`config.mk`:
```
export PLATFORM = sky130hd
export DESIGN_NAME = dma_tag_walker
export DESIGN_NICKNAME = d
export VERILOG_FILES = /design/src/rtl/dmaw_pkg.sv /design/src/rtl/dmaw_tag_decode.sv /design/src/rtl/dmaw_addr_stack.sv /design/src/rtl/dma_tag_walker.sv
export SDC_FILE = /design/constraint.sdc
export NUM_CORES = 1
export LEC_CHECK = 0
export CELL_PAD_IN_SITES_DETAIL_PLACEMENT = 2
export CELL_PAD_IN_SITES_GLOBAL_PLACEMENT = 2
export CORE_ASPECT_RATIO = 0.8
export CORE_MARGIN = 2
export CORE_UTILIZATION = 41
export DETAILED_ROUTE_END_ITERATION = 10
export DONT_BUFFER_PORTS = 1
export PLACE_DENSITY_LB_ADDON = 0.1
export SLEW_MARGIN = 15
export SYNTH_ARGS = -nofsm -noshare
export SYNTH_HDL_FRONTEND = slang
export SYNTH_SLANG_ARGS = --single-unit
```
`constraint.sdc`:
```
create_clock -name clk -period 11.05 [get_ports clk]
set_clock_uncertainty 0.2 [all_clocks]
set_input_delay 0.5525 -clock clk [delete_from_list [all_inputs] [get_ports clk]]
set_output_delay 0.5525 -clock clk [all_outputs]
set_load 0.02 [all_outputs]
```
`src/rtl/dmaw_pkg.sv`:
```
package dmaw_pkg;
    localparam int QW_LG2 = 4;
    localparam int CTL_START = 8;
    localparam int CTL_TIE   = 7;
    localparam int CTL_TTE   = 6;
    localparam logic [31:0] CTL_MASK   = 32'h0000_01CD;
    localparam logic [1:0]  MODE_CHAIN = 2'd1;

    typedef enum logic [2:0] {
        TAG_REFE = 3'd0, TAG_CNT = 3'd1, TAG_NEXT = 3'd2, TAG_REF = 3'd3,
        TAG_REFS = 3'd4, TAG_CALL = 3'd5, TAG_RET = 3'd6, TAG_END = 3'd7
    } tag_kind_e;

    typedef enum logic [1:0] {ST_IDLE, ST_TAG, ST_DATA} walk_st_e;

    typedef enum logic [2:0] {
        SEL_CTRL = 3'd0, SEL_MADR = 3'd1, SEL_QWC = 3'd2, SEL_TADR = 3'd3,
        SEL_ASR0 = 3'd4, SEL_ASR1 = 3'd5, SEL_PCE = 3'd6
    } reg_sel_e;
endpackage

```
`src/rtl/dmaw_tag_decode.sv`:
```
module dmaw_tag_decode
    import dmaw_pkg::*;
#(
    parameter int AW = 32,
    parameter int CW = 16
) (
    input  logic [CW-1:0] qwc_i,
    input  logic [2:0]    kind_i,
    input  logic [1:0]    pce_act_i,
    input  logic          pause_i,
    input  logic [AW-1:0] addr_i,
    input  logic [AW-1:0] tadr_i,
    input  logic [AW-1:0] stack_top_i,
    input  logic          stack_empty_i,
    output logic [AW-1:0] data_addr_o,
    output logic [AW-1:0] next_tadr_o,
    output logic [AW-1:0] push_addr_o,
    output logic          push_o,
    output logic          pop_o,
    output logic          stop_o,
    output logic          pause_o,
    output logic          pce_set_o,
    output logic          pce_clr_o
);
    localparam logic [AW-1:0] QW_STEP = AW'(1) << QW_LG2;
    localparam logic [AW-1:0] ALIGN   = ~(QW_STEP - AW'(1));

    logic [AW-1:0] field_addr;
    logic [AW-1:0] after_tag;
    logic [AW-1:0] after_data;

    always_comb begin
        field_addr  = addr_i & ALIGN;
        after_tag   = tadr_i + QW_STEP;
        after_data  = after_tag + (AW'(qwc_i) << QW_LG2);
        data_addr_o = after_tag;
        next_tadr_o = after_data;
        push_addr_o = after_data;
        push_o      = 1'b0;
        pop_o       = 1'b0;
        stop_o      = 1'b0;
        pause_o     = pause_i;
        pce_set_o   = (pce_act_i == 2'd3);
        pce_clr_o   = (pce_act_i == 2'd2);
        case (tag_kind_e'(kind_i))
            TAG_REFE: begin
                data_addr_o = field_addr;
                next_tadr_o = after_tag;
                stop_o      = 1'b1;
            end
            TAG_REF, TAG_REFS: begin
                data_addr_o = field_addr;
                next_tadr_o = after_tag;
            end
            TAG_CNT: next_tadr_o = after_data;
            TAG_NEXT: next_tadr_o = field_addr;
            TAG_CALL: begin
                next_tadr_o = field_addr;
                push_o      = 1'b1;
            end
            TAG_RET: begin
                if (stack_empty_i) begin
                    stop_o = 1'b1;
                end else begin
                    next_tadr_o = stack_top_i;
                    pop_o       = 1'b1;
                end
            end
            default: stop_o = 1'b1;
        endcase
    end
endmodule

```
`src/rtl/dmaw_addr_stack.sv`:
```
module dmaw_addr_stack #(
    parameter int AW = 32
) (
    input  logic          clk,
    input  logic          rst_n,
    input  logic          push_i,
    input  logic          pop_i,
    input  logic [AW-1:0] push_addr_i,
    input  logic          wr0_i,
    input  logic          wr1_i,
    input  logic [AW-1:0] wdata_i,
    output logic [AW-1:0] top_o,
    output logic [AW-1:0] second_o,
    output logic          empty_o
);
    localparam int DEPTH = 2;
    localparam int DW    = $clog2(DEPTH + 1);

    typedef struct packed {
        logic [AW-1:0] asr0;
        logic [AW-1:0] asr1;
        logic [DW-1:0] depth;
    } stk_t;

    stk_t q, d;

    always_comb begin
        d = q;
        if (push_i) begin
            d.asr1 = q.asr0;
            d.asr0 = push_addr_i;
            if (q.depth != DW'(DEPTH)) d.depth = q.depth + 1'b1;
        end else if (pop_i) begin
            d.asr0 = q.asr1;
            if (q.depth != '0) d.depth = q.depth - 1'b1;
        end else begin
            if (wr0_i) d.asr0 = wdata_i;
            if (wr1_i) d.asr1 = wdata_i;
        end
    end

    always_ff @(posedge clk or negedge rst_n) begin
        if (!rst_n) q <= '0;
        else        q <= d;
    end

    assign top_o    = q.asr0;
    assign second_o = q.asr1;
    assign empty_o  = (q.depth == '0);


    push_top_chk: assert property (@(posedge clk) disable iff (!rst_n)
        push_i |=> (top_o == $past(push_addr_i)) && (second_o == $past(top_o)));

    pop_shift_chk: assert property (@(posedge clk) disable iff (!rst_n)
        (pop_i && !push_i) |=> (top_o == $past(second_o)));

    push_pop_excl_chk: assert property (@(posedge clk) disable iff (!rst_n)
        !(push_i && pop_i));

    depth_bound_chk: assert property (@(posedge clk) disable iff (!rst_n)
        q.depth <= DW'(DEPTH));
endmodule

```
`src/rtl/dma_tag_walker.sv`:
```
module dma_tag_walker
    import dmaw_pkg::*;
#(
    parameter int AW = 32,
    parameter int CW = 16
) (
    input  logic          clk,
    input  logic          rst_n,
    input  logic          reg_we,
    input  logic [2:0]    reg_sel,
    input  logic [31:0]   reg_wdata,
    input  logic          chan_en_i,
    output logic          mem_req_o,
    output logic [AW-1:0] mem_addr_o,
    input  logic          mem_rvalid_i,
    input  logic [127:0]  mem_rdata_i,
    output logic          out_valid_o,
    output logic [127:0]  out_data_o,
    output logic          out_is_tag_o,
    output logic          done_o,
    output logic          irq_o,
    output logic [31:0]   ctrl_o,
    output logic [AW-1:0] madr_o,
    output logic [CW-1:0] qwc_o,
    output logic [AW-1:0] tadr_o,
    output logic [AW-1:0] asr0_o,
    output logic [AW-1:0] asr1_o,
    output logic          pce_o
);
    localparam logic [AW-1:0] QW_STEP = AW'(1) << QW_LG2;
    localparam logic [AW-1:0] ALIGN   = ~(QW_STEP - AW'(1));

    typedef struct packed {
        walk_st_e      st;
        logic [31:0]   ctrl;
        logic [AW-1:0] madr;
        logic [CW-1:0] qwc;
        logic [AW-1:0] tadr;
        logic          pce;
        logic          wait_rd;
        logic          stop;
        logic          pause;
        logic          ovalid;
        logic [127:0]  odata;
        logic          otag;
        logic          done;
        logic          irq;
    } walk_t;

    walk_t q, d;

    logic          stall;
    logic          req;
    logic [AW-1:0] raddr;
    logic [AW-1:0] wr_aligned;
    logic          sw_wr0, sw_wr1;
    logic          stk_push, stk_pop, stk_empty;
    logic [AW-1:0] stk_top, stk_second;
    logic [AW-1:0] dec_data, dec_next, dec_push_addr;
    logic          dec_push, dec_pop, dec_stop, dec_pause, dec_set, dec_clr;

    dmaw_tag_decode #(.AW(AW), .CW(CW)) u_decode (
        .qwc_i        (mem_rdata_i[CW-1:0]),
        .kind_i       (mem_rdata_i[30:28]),
        .pce_act_i    (mem_rdata_i[27:26]),
        .pause_i      (mem_rdata_i[31]),
        .addr_i       (mem_rdata_i[32 +: AW]),
        .tadr_i       (q.tadr),
        .stack_top_i  (stk_top),
        .stack_empty_i(stk_empty),
        .data_addr_o  (dec_data),
        .next_tadr_o  (dec_next),
        .push_addr_o  (dec_push_addr),
        .push_o       (dec_push),
        .pop_o        (dec_pop),
        .stop_o       (dec_stop),
        .pause_o      (dec_pause),
        .pce_set_o    (dec_set),
        .pce_clr_o    (dec_clr)
    );

    dmaw_addr_stack #(.AW(AW)) u_stack (
        .clk        (clk),
        .rst_n      (rst_n),
        .push_i     (stk_push),
        .pop_i      (stk_pop),
        .push_addr_i(dec_push_addr),
        .wr0_i      (sw_wr0),
        .wr1_i      (sw_wr1),
        .wdata_i    (wr_aligned),
        .top_o      (stk_top),
        .second_o   (stk_second),
        .empty_o    (stk_empty)
    );

    always_comb begin
        d          = q;
        d.ovalid   = 1'b0;
        d.otag     = 1'b0;
        d.done     = 1'b0;
        d.irq      = 1'b0;
        req        = 1'b0;
        raddr      = q.tadr;
        stk_push   = 1'b0;
        stk_pop    = 1'b0;
        sw_wr0     = 1'b0;
        sw_wr1     = 1'b0;
        wr_aligned = reg_wdata[AW-1:0] & ALIGN;
        stall      = q.pce && !chan_en_i;
        case (q.st)
            ST_IDLE: begin
                if (reg_we) begin
                    case (reg_sel_e'(reg_sel))
                        SEL_CTRL: d.ctrl = reg_wdata & CTL_MASK;
                        SEL_MADR: d.madr = wr_aligned;
                        SEL_QWC:  d.qwc  = reg_wdata[CW-1:0];
                        SEL_TADR: d.tadr = wr_aligned;
                        SEL_ASR0: sw_wr0 = 1'b1;
                        SEL_ASR1: sw_wr1 = 1'b1;
                        SEL_PCE:  d.pce  = reg_wdata[0];
                        default: ;
                    endcase
                end else if (q.ctrl[CTL_START]) begin
                    if (q.ctrl[3:2] == MODE_CHAIN) begin
                        d.st = ST_TAG;
                    end else if (q.qwc == '0) begin
                        d.ctrl[CTL_START] = 1'b0;
                        d.done            = 1'b1;
                    end else begin
                        d.st    = ST_DATA;
                        d.stop  = 1'b1;
                        d.pause = 1'b0;
                    end
                end
            end
            ST_TAG: begin
                if (q.wait_rd) begin
                    if (mem_rvalid_i) begin
                        d.wait_rd = 1'b0;
                        d.qwc     = mem_rdata_i[CW-1:0];
                        d.madr    = dec_data;
                        d.tadr    = dec_next;
                        d.stop    = dec_stop;
                        d.pause   = dec_pause;
                        if (dec_set)      d.pce = 1'b1;
                        else if (dec_clr) d.pce = 1'b0;
                        stk_push  = dec_push;
                        stk_pop   = dec_pop;
                        d.st      = ST_DATA;
                        if (q.ctrl[CTL_TTE]) begin
                            d.ovalid = 1'b1;
                            d.odata  = mem_rdata_i;
                            d.otag   = 1'b1;
                        end
                    end
                end else if (!stall) begin
                    req       = 1'b1;
                    raddr     = q.tadr;
                    d.wait_rd = 1'b1;
                end
            end
            ST_DATA: begin
                if (q.wait_rd) begin
                    if (mem_rvalid_i) begin
                        d.wait_rd = 1'b0;
                        d.ovalid  = 1'b1;
                        d.odata   = mem_rdata_i;
                        d.madr    = q.madr + QW_STEP;
                        d.qwc     = q.qwc - 1'b1;
                    end
                end else if (q.qwc == '0) begin
                    if (q.stop) begin
                        d.st              = ST_IDLE;
                        d.ctrl[CTL_START] = 1'b0;
                        d.done            = 1'b1;
                    end else if (q.pause) begin
                        d.st              = ST_IDLE;
                        d.ctrl[CTL_START] = 1'b0;
                        d.irq             = q.ctrl[CTL_TIE];
                    end else begin
                        d.st = ST_TAG;
                    end
                end else if (!stall) begin
                    req       = 1'b1;
                    raddr     = q.madr;
                    d.wait_rd = 1'b1;
                end
            end
            default: d.st = ST_IDLE;
        endcase
    end

    always_ff @(posedge clk or negedge rst_n) begin
        if (!rst_n) begin
            q    <= '0;
            q.st <= ST_IDLE;
        end else begin
            q <= d;
        end
    end

    assign mem_req_o    = req;
    assign mem_addr_o   = raddr;
    assign out_valid_o  = q.ovalid;
    assign out_data_o   = q.odata;
    assign out_is_tag_o = q.otag;
    assign done_o       = q.done;
    assign irq_o        = q.irq;
    assign ctrl_o       = q.ctrl;
    assign madr_o       = q.madr;
    assign qwc_o        = q.qwc;
    assign tadr_o       = q.tadr;
    assign asr0_o       = stk_top;
    assign asr1_o       = stk_second;
    assign pce_o        = q.pce;


    qwc_step_chk: assert property (@(posedge clk) disable iff (!rst_n)
        (q.st == ST_DATA && q.wait_rd && mem_rvalid_i)
        |=> (q.qwc == $past(q.qwc) - 1'b1) && out_valid_o);

    stall_hold_chk: assert property (@(posedge clk) disable iff (!rst_n)
        (q.pce && !chan_en_i && !q.wait_rd) |-> !mem_req_o);

    stall_qwc_chk: assert property (@(posedge clk) disable iff (!rst_n)
        (q.pce && !chan_en_i && !q.wait_rd && q.st == ST_DATA)
        |=> $stable(q.qwc) && $stable(q.madr));

    busy_ctrl_chk: assert property (@(posedge clk) disable iff (!rst_n)
        (q.st != ST_IDLE) |=> $stable(q.ctrl[7:0]));

    done_start_chk: assert property (@(posedge clk) disable iff (!rst_n)
        done_o |-> !ctrl_o[CTL_START]);

    irq_pause_chk: assert property (@(posedge clk) disable iff (!rst_n)
        irq_o |-> (qwc_o == '0) && !ctrl_o[CTL_START] && !done_o);

    addr_align_chk: assert property (@(posedge clk) disable iff (!rst_n)
        (madr_o[QW_LG2-1:0] == '0) && (tadr_o[QW_LG2-1:0] == '0));
endmodule

```
After elaboration in Yosys (flattened, before gate mapping)

Index checks and enable logic that the tools add are counted.

$add $sub $neg: 6
Eq/ne operators: 40
Multiplexer cells: 96
Reductions and logical operators: 30

Operators with widths:

| operator                                             | number |
|---|---|
| two-way mux 32 bit                                   | 12 |
| two-way mux 129 bit                                  | 2 |
| one-hot mux 129 bit (2 select lines)                 | 1 |
| two-way mux 214 bit                                  | 1 |
| two-way mux 81 bit                                   | 2 |
| one-hot mux 48 bit (3 select lines)                  | 1 |
| two-way mux 132 bit                                  | 1 |
| two-way mux 130 bit                                  | 1 |
| two-way mux 48 bit                                   | 2 |
| one-hot mux 32 bit (3 select lines)                  | 1 |
| two-way mux 66 bit                                   | 1 |
| one-hot mux 33 bit (2 select lines)                  | 1 |
| adder 32 x 5 -> 32 bit (second input constant)       | 2 |
| two-way mux 1 bit                                    | 45 |
| adder 32 x 20 -> 32 bit                              | 1 |
| two-way mux 2 bit                                    | 16 |
| inequality test 2 bit (second input constant)        | 14 |
| AND reduction 7 bit                                  | 4 |
| equality test 3 bit (second input constant)          | 6 |
| zero test 16 bit                                     | 1 |
| two-way mux 16 bit                                   | 1 |
| subtractor 16 x 1 -> 16 bit (second input constant)  | 1 |
| nonzero test 2 bit                                   | 7 |
| equality test 3 x 2 -> 1 bit (second input constant) | 4 |
| 24 further kinds                                     | 44 |

Bits in registers: 290
Input bits: 168
Logic and storage cells: 190

Logic depth before layout (Yosys ltp)

Word-level depth: 8
Mapped depth: 15

By module

A second synthesis with hierarchy kept.

Cells, all modules: 2153
Area, all modules: 19234.7 µm²

Modules (own cells, without submodules):

| module          | times used | cells an instance | area each (µm²) | sequential area each (µm²) |
|---|---|---|---|---|
| dma_tag_walker  | 1          | 1268              | 12430.7         | 5605.4 |
| dmaw_addr_stack | 1          | 427               | 3956.3          | 1651.6 |
| dmaw_tag_decode | 1          | 458               | 2847.7          | 0.0 |

Worst setup path after synthesis

No wires, ideal clock.

Path type: flip-flop to flip-flop
Start: register q (netlist bit tadr_o[5])
End: register q (netlist bit tadr_o[30])
Setup time: 77 ps
Data arrival time: 3648 ps
Data required time: 10773 ps
Path slack: 7125 ps
Stages on the path, launching flop included: 15
Clock period less this slack: 3925 ps
Path through: dfrtp_1 > ha_1 > clkbuf_8 > and4_1 > clkbuf_1 > nand4_1 > xnor2_1 > ha_1 > nand4_1 > a2111oi_1 > nor4b_2 > a211oi_2 > nand3_1 > o311a_1 > a21oi_1

Longest elaborated chain between the ends: 7

Ends and longest elaborated chain:

| what                                  | RTL line              | RTL |
|---|---|---|
| from (decl)                           | dma_tag_walker.sv:50  | `walk_t q, d;` |
| adder 32 x 5 -> 32 bit *              | dmaw_tag_decode.sv:34 | `after_tag = tadr_i + QW_STEP;` |
| adder 32 x 20 -> 32 bit               | dmaw_tag_decode.sv:35 | `after_data = after_tag + (AW'(qwc_i) << QW_LG2);` |
| two-way mux 32 bit                    | dmaw_tag_decode.sv:62 | `if (stack_empty_i) begin` |
| one-hot mux 32 bit (3 select lines) * | dmaw_tag_decode.sv:45 | `case (tag_kind_e'(kind_i))` |
| two-way mux 214 bit *                 | dma_tag_walker.sv:138 | `if (mem_rvalid_i) begin` |
| two-way mux 81 bit *                  | dma_tag_walker.sv:137 | `if (q.wait_rd) begin` |
| one-hot mux 33 bit (2 select lines) * | dma_tag_walker.sv:110 | `case (q.st)` |

Every way passes the cells marked *; elsewhere a longest branch is shown, timed or not. The select of a mux whose other input is x is not followed.
A chain may end at the register's enable or synchronous reset.

Worst setup path after layout

Same ends and word-level chain as after synthesis.

==> report_table.html <==
<table>
<tr><th>Metric</th><th>Value</th></tr>
<tr><th colspan="2">CTS</th></tr>
<tr><td>Maximum number of buffers from clock root to sink</td><td>3</td></tr>
<tr><td>Clock tree from TritonCTS</td><td>built</td></tr>
<tr><td>Number of buffers created by CTS</td><td>35</td></tr>
<tr><td>Maximum level of the CTS H-tree</td><td>2</td></tr>
<tr><td>CTS clk-pin slew, worst paths</td><td>0.06 ns</td></tr>
<tr><td>Clock root buffer</td><td>sky130_fd_sc_hd__clkbuf_16</td></tr>
<tr><td>CTS sink cnt</td><td>290</td></tr>
<tr><td>Postcts setup bufs</td><td>0</td></tr>
<tr><td>Skew-Pair Late Insertion Delay</td><td>around 0.56 ns</td></tr>
<tr><th colspan="2">Timing</th></tr>
<tr><td>Final-report max-slew violation count</td><td>0</td></tr>
<tr><td>Shortest clock period the worst path allows after layout</td><td>5.436 ns</td></tr>
<tr><td>Slew at the pin closest to its max-slew limit</td><td>about 1.2 ns</td></tr>
<tr><td>Share of the clock period used by the worst path after layout</td><td>0.4919</td></tr>
<tr><td>Worst slew margin</td><td>0.2132</td></tr>
<tr><td>Setup-violating endpoint count in the final report</td><td>0</td></tr>
<tr><td>Hold slack final</td><td>roughly 0.019 ns</td></tr>
<tr><td>Number of failing hold endpoints at the final stage</td><td>0</td></tr>
<tr><td>Fin Setup TNS</td><td>0 ns</td></tr>
<tr><td>Max Freq</td><td>roughly 0.18 GHz</td></tr>
<tr><td>Unrepaired setup endpoints after global routing</td><td>no</td></tr>
<tr><th colspan="2">Route</th></tr>
<tr><td>Drt total wl</td><td>80.89 mm</td></tr>
<tr><td>Routed vias/inst</td><td>~6.3</td></tr>
<tr><td>Wirelength per Cell</td><td>approximately 33 um</td></tr>
<tr><td>Final ANT Viol Nets</td><td>0</td></tr>
<tr><td>Vias after detailed routing</td><td>between 15000 and 20000</td></tr>
<tr><td>Detailed-route DRC error count</td><td>0</td></tr>
<tr><td>First drt pass iteration count</td><td>5</td></tr>
<tr><td>DRC marker count from the first detailed-route iteration</td><td>between 1000 and 1500</td></tr>
<tr><th colspan="2">GRT</th></tr>
<tr><td>Congestion Overflow GR</td><td>0</td></tr>
<tr><td>Maximum number of pins on one net before global-route repair</td><td>a little under 300</td></tr>
<tr><td>Total global-route track usage</td><td>0.3367</td></tr>
<tr><td>Vias in the first global route</td><td>between 15000 and 20000</td></tr>
<tr><td>Global-route wire length before repair</td><td>around 120 mm</td></tr>
<tr><td>Antenna violations before repair</td><td>2</td></tr>
<tr><th colspan="2">Yosys</th></tr>
<tr><td>Multiplexer area fraction after synthesis</td><td>0.03730</td></tr>
<tr><td>Largest family of logic cells by synthesized area</td><td>compound AO/OA/AOI/OAI gates</td></tr>
<tr><td>Primary flip-flop cell chosen by synthesis mapping</td><td>sky130_fd_sc_hd__dfrtp_1</td></tr>
<tr><td>Seq cells post-synth</td><td>between 200 and 300</td></tr>
<tr><td>Count of cell types in the netlist</td><td>87</td></tr>
<tr><td>Number of warnings printed during yosys synthesis</td><td>0</td></tr>
<tr><td>Proportion of synthesized flip-flops having asynchronous set or reset</td><td>1.000</td></tr>
<tr><td>Number of enable flip-flop cells after synthesis</td><td>0</td></tr>
<tr><td>Post-synthesis instance area</td><td>~19000 um^2</td></tr>
<tr><td>Share of the synthesized area in compound gates (AO/OA/AOI/OAI)</td><td>0.2173</td></tr>
<tr><td>XOR/XNOR Fraction of Synth Area</td><td>0.04281</td></tr>
<tr><td>Instance count of the mapped netlist</td><td>2041</td></tr>
<tr><td>Post-synthesis share of cell area spent on full adders, half adders and majority gates</td><td>0.01922</td></tr>
<tr><td>Average instance area after synthesis</td><td>9.122 um^2</td></tr>
<tr><td>Synth Area in Simple Gates</td><td>0.1343</td></tr>
<tr><td>Sequential-to-total area share from yosys stat</td><td>0.3898</td></tr>
<tr><th colspan="2">Flow run</th></tr>
<tr><td>Max-Cap Viols</td><td>0</td></tr>
<tr><th colspan="2">Critical path</th></tr>
<tr><td>Worst Setup SP</td><td>tadr_o[5]</td></tr>
<tr><td>Source of the worst register-to-register timing path</td><td>tadr_o[5]</td></tr>
<tr><td>CP Data Required Time</td><td>approximately 11 ns</td></tr>
<tr><td>Critical Path Fanout Max</td><td>10</td></tr>
<tr><td>WS Path Type</td><td>reg -&gt; reg</td></tr>
<tr><td>Kind of start point of the critical path</td><td>flop</td></tr>
<tr><td>Destination of the worst register-to-register timing path</td><td>tadr_o[30]</td></tr>
<tr><td>Sort of element at the end of the critical path</td><td>flop</td></tr>
<tr><td>Worst reg2reg setup slack</td><td>around 5.6 ns</td></tr>
<tr><td>CP Data Arrival Time</td><td>5.70 ns</td></tr>
<tr><td>R2r worst-path depth</td><td>12</td></tr>
<tr><th colspan="2">Place</th></tr>
<tr><td>Placed instance area</td><td>16830 um^2</td></tr>
<tr><td>Quantity of I/O buffers inserted on ports</td><td>0</td></tr>
<tr><td>Final GP Congestion</td><td>slightly above 0.9</td></tr>
<tr><td>DP HPWL</td><td>around 53 mm</td></tr>
<tr><th colspan="2">Floorplanning</th></tr>
<tr><td>Vertical die dimension</td><td>194.6 um</td></tr>
<tr><td>Die area</td><td>around 47000 um^2</td></tr>
<tr><td>Number of placement rows</td><td>between 60 and 70</td></tr>
<tr><td>Initial Util</td><td>0.4171</td></tr>
<tr><td>Top-level port count</td><td>between 500 and 600</td></tr>
<tr><td>Floorplan core area</td><td>approximately 45000 um^2</td></tr>
<tr><td>Width of the die</td><td>242.2 um</td></tr>
<tr><th colspan="2">Final layout</th></tr>
<tr><td>Number of nets in the finished design</td><td>roughly 2000</td></tr>
<tr><td>Reg area</td><td>~7300 um^2</td></tr>
<tr><td>Area of combinational cells with multiple inputs</td><td>roughly 8600 um^2</td></tr>
<tr><td># fillers</td><td>about 4700</td></tr>
<tr><td>Final design utilization</td><td>0.4422</td></tr>
<tr><td>Post-route standard cell area excluding fillers</td><td>between 15000 and 20000 um^2</td></tr>
<tr><td>Leading cell type in the layout, fill and taps excluded</td><td>sky130_fd_sc_hd__dfrtp_1</td></tr>
<tr><td>Area overhead of the layout relative to synthesis</td><td>6.015%</td></tr>
<tr><td>Share of cells above drive strength 1</td><td>0.08311</td></tr>
<tr><td>Commonest cells after routing, fill and taps aside</td><td>sky130_fd_sc_hd__dfrtp_1, sky130_fd_sc_hd__nand2_1, sky130_fd_sc_hd__dlygate4sd3_1</td></tr>
<tr><th colspan="2">Power</th></tr>
<tr><td>Part of the total power dissipated in the clock network</td><td>0.189</td></tr>
<tr><td>Net load switching power</td><td>3.398 mW</td></tr>
<tr><td>Overall power</td><td>between 6 and 7 mW</td></tr>
<tr><td>Sequential share of power</td><td>0.440</td></tr>
<tr><td>Maximum ir drop on the vdd rail</td><td>approximately 0.15 mV</td></tr>
<tr><td>Total power density per cell area</td><td>roughly 330 nW/um^2</td></tr>
<tr><td>Internal cell power</td><td>~3.2 mW</td></tr>
<tr><td>Leakage power figure</td><td>8.356 nW</td></tr>
<tr><td>Switch share</td><td>0.5164</td></tr>
<tr><td>Combinational cell fraction of total power</td><td>0.371</td></tr>
<tr><th colspan="2">Outcome</th></tr>
<tr><td>Outcome</td><td>complete, no violations</td></tr>
<tr><th colspan="2">Hold path</th></tr>
<tr><td>Hold-critical path endpoint</td><td>madr_o[6]</td></tr>
<tr><td>Type of the tightest min-delay check</td><td>in -&gt; reg</td></tr>
<tr><td>Hold path start</td><td>reg_wdata[6]</td></tr>
<tr><td>Hold Path Depth</td><td>2</td></tr>
</table>
[worst max-delay path, cell delays in order (launching register included)]
cell	delay, ns
sky130_fd_sc_hd__dfrtp_1	0.80
sky130_fd_sc_hd__ha_1	0.50
sky130_fd_sc_hd__and4_1	0.54
sky130_fd_sc_hd__nand4_1	0.18
sky130_fd_sc_hd__xnor2_1	0.21
sky130_fd_sc_hd__ha_1	0.43
sky130_fd_sc_hd__nand4_1	0.18
sky130_fd_sc_hd__a2111oi_1	0.63
sky130_fd_sc_hd__nor4b_2	0.22
sky130_fd_sc_hd__a211oi_2	0.67
sky130_fd_sc_hd__nand3_1	0.25
sky130_fd_sc_hd__o311a_1	0.40
sky130_fd_sc_hd__a21oi_1	0.14
[cell type report]
type,count,share of cell area
multi-input combinational,1312,0.4340
sequential,290,0.3677
timing repair buffer,184,0.09350
clock buffer,45,0.04983
tap,603,0.03823
clock inverter,19,0.01122
inverter,27,0.005135
antenna,3,0.0003803
[metrics by stage]
| step | instances | setup WS [ns] |
|---|---|---|
| floorplan | 2066 | 7.125 |
| global placement | 2253 | 5.986 |
| detailed placement | 2253 | 5.758 |
| CTS | 2477 | 5.721 |
| global route | 2483 | 5.294 |
| finish | 2483 | 5.614 |
[sequential cells by signal (all words and copies together) (netlist names)]
signal and cells:
out_valid_o 1, qwc_o 16, ctrl_o 6, done_o 1, irq_o 1, q 5
u_stack.second_o 32, u_stack.top_o 32, tadr_o 32, u_stack.q 2, out_data_o 128, pce_o 1
madr_o 32, out_is_tag_o 1
[power by group through the flow]
stage	Sequential [mW]	Combinational [mW]	Clock, mW
5_1_grt	2.94	2.67	1.30
3_3_place_gp	2.87	2.22	0
3_5_place_dp	2.88	2.31	0
6_report	2.90	2.44	1.24
2_1_floorplan	1.88	3.05	0
4_1_cts	2.87	2.40	1.26
[metal layers]
metal  vias to the layer above  global-route usage  wire length [um]
li1                       6620                   -                 -
met1                      8354              0.4276             33180
met2                       592              0.5696             39550
met3                       133             0.08299              5853
met4                         0             0.09579              2307
met5                         -                   0                 0
[cells by family (layout without fill, tap and decap cells)]
group,Yosys count,in the layout
multiplexers,65,65
AND/OR/NAND/NOR,536,536
adder cells (fa/ha/maj),28,28
other,1,29
buffers and inverters,464,275
XOR/XNOR,91,91
flip-flops,290,290
AO/OA/AOI/OAI,566,566
[synth_stat cells (all sizes together) (27+ instances only)]
master	count	share of area
xnor2	48	0.023
clkbuf	115	0.025
xor2	43	0.020
a22o	138	0.065
nand3	46	0.013
o21ai	107	0.029
nor2	142	0.029
a31oi	45	0.015
dfrtp	290	0.39
nand2	216	0.044
a21oi	95	0.026
buf	320	0.13
mux2i	30	0.016
ha	27	0.018
mux2	35	0.021
[how the worst max path moves through the flow]
| stage | to |
|---|---|
| after CTS | tadr_o[30] |
| final | tadr_o[30] |
| after global routing | tadr_o[30] |
| after floorplan | tadr_o[30] |
| after global placement | tadr_o[30] |
| after detailed placement | tadr_o[30] |
[what timing repair did]
| item | in CTS | in global routing |
|---|---|---|
| gates resized for setup | 0 | 0 |
| hold endpoints to repair | 467 | 61 |
| hold buffers | 160 | 1 |
No activity file was read; power rests on OpenSTA's default activity.
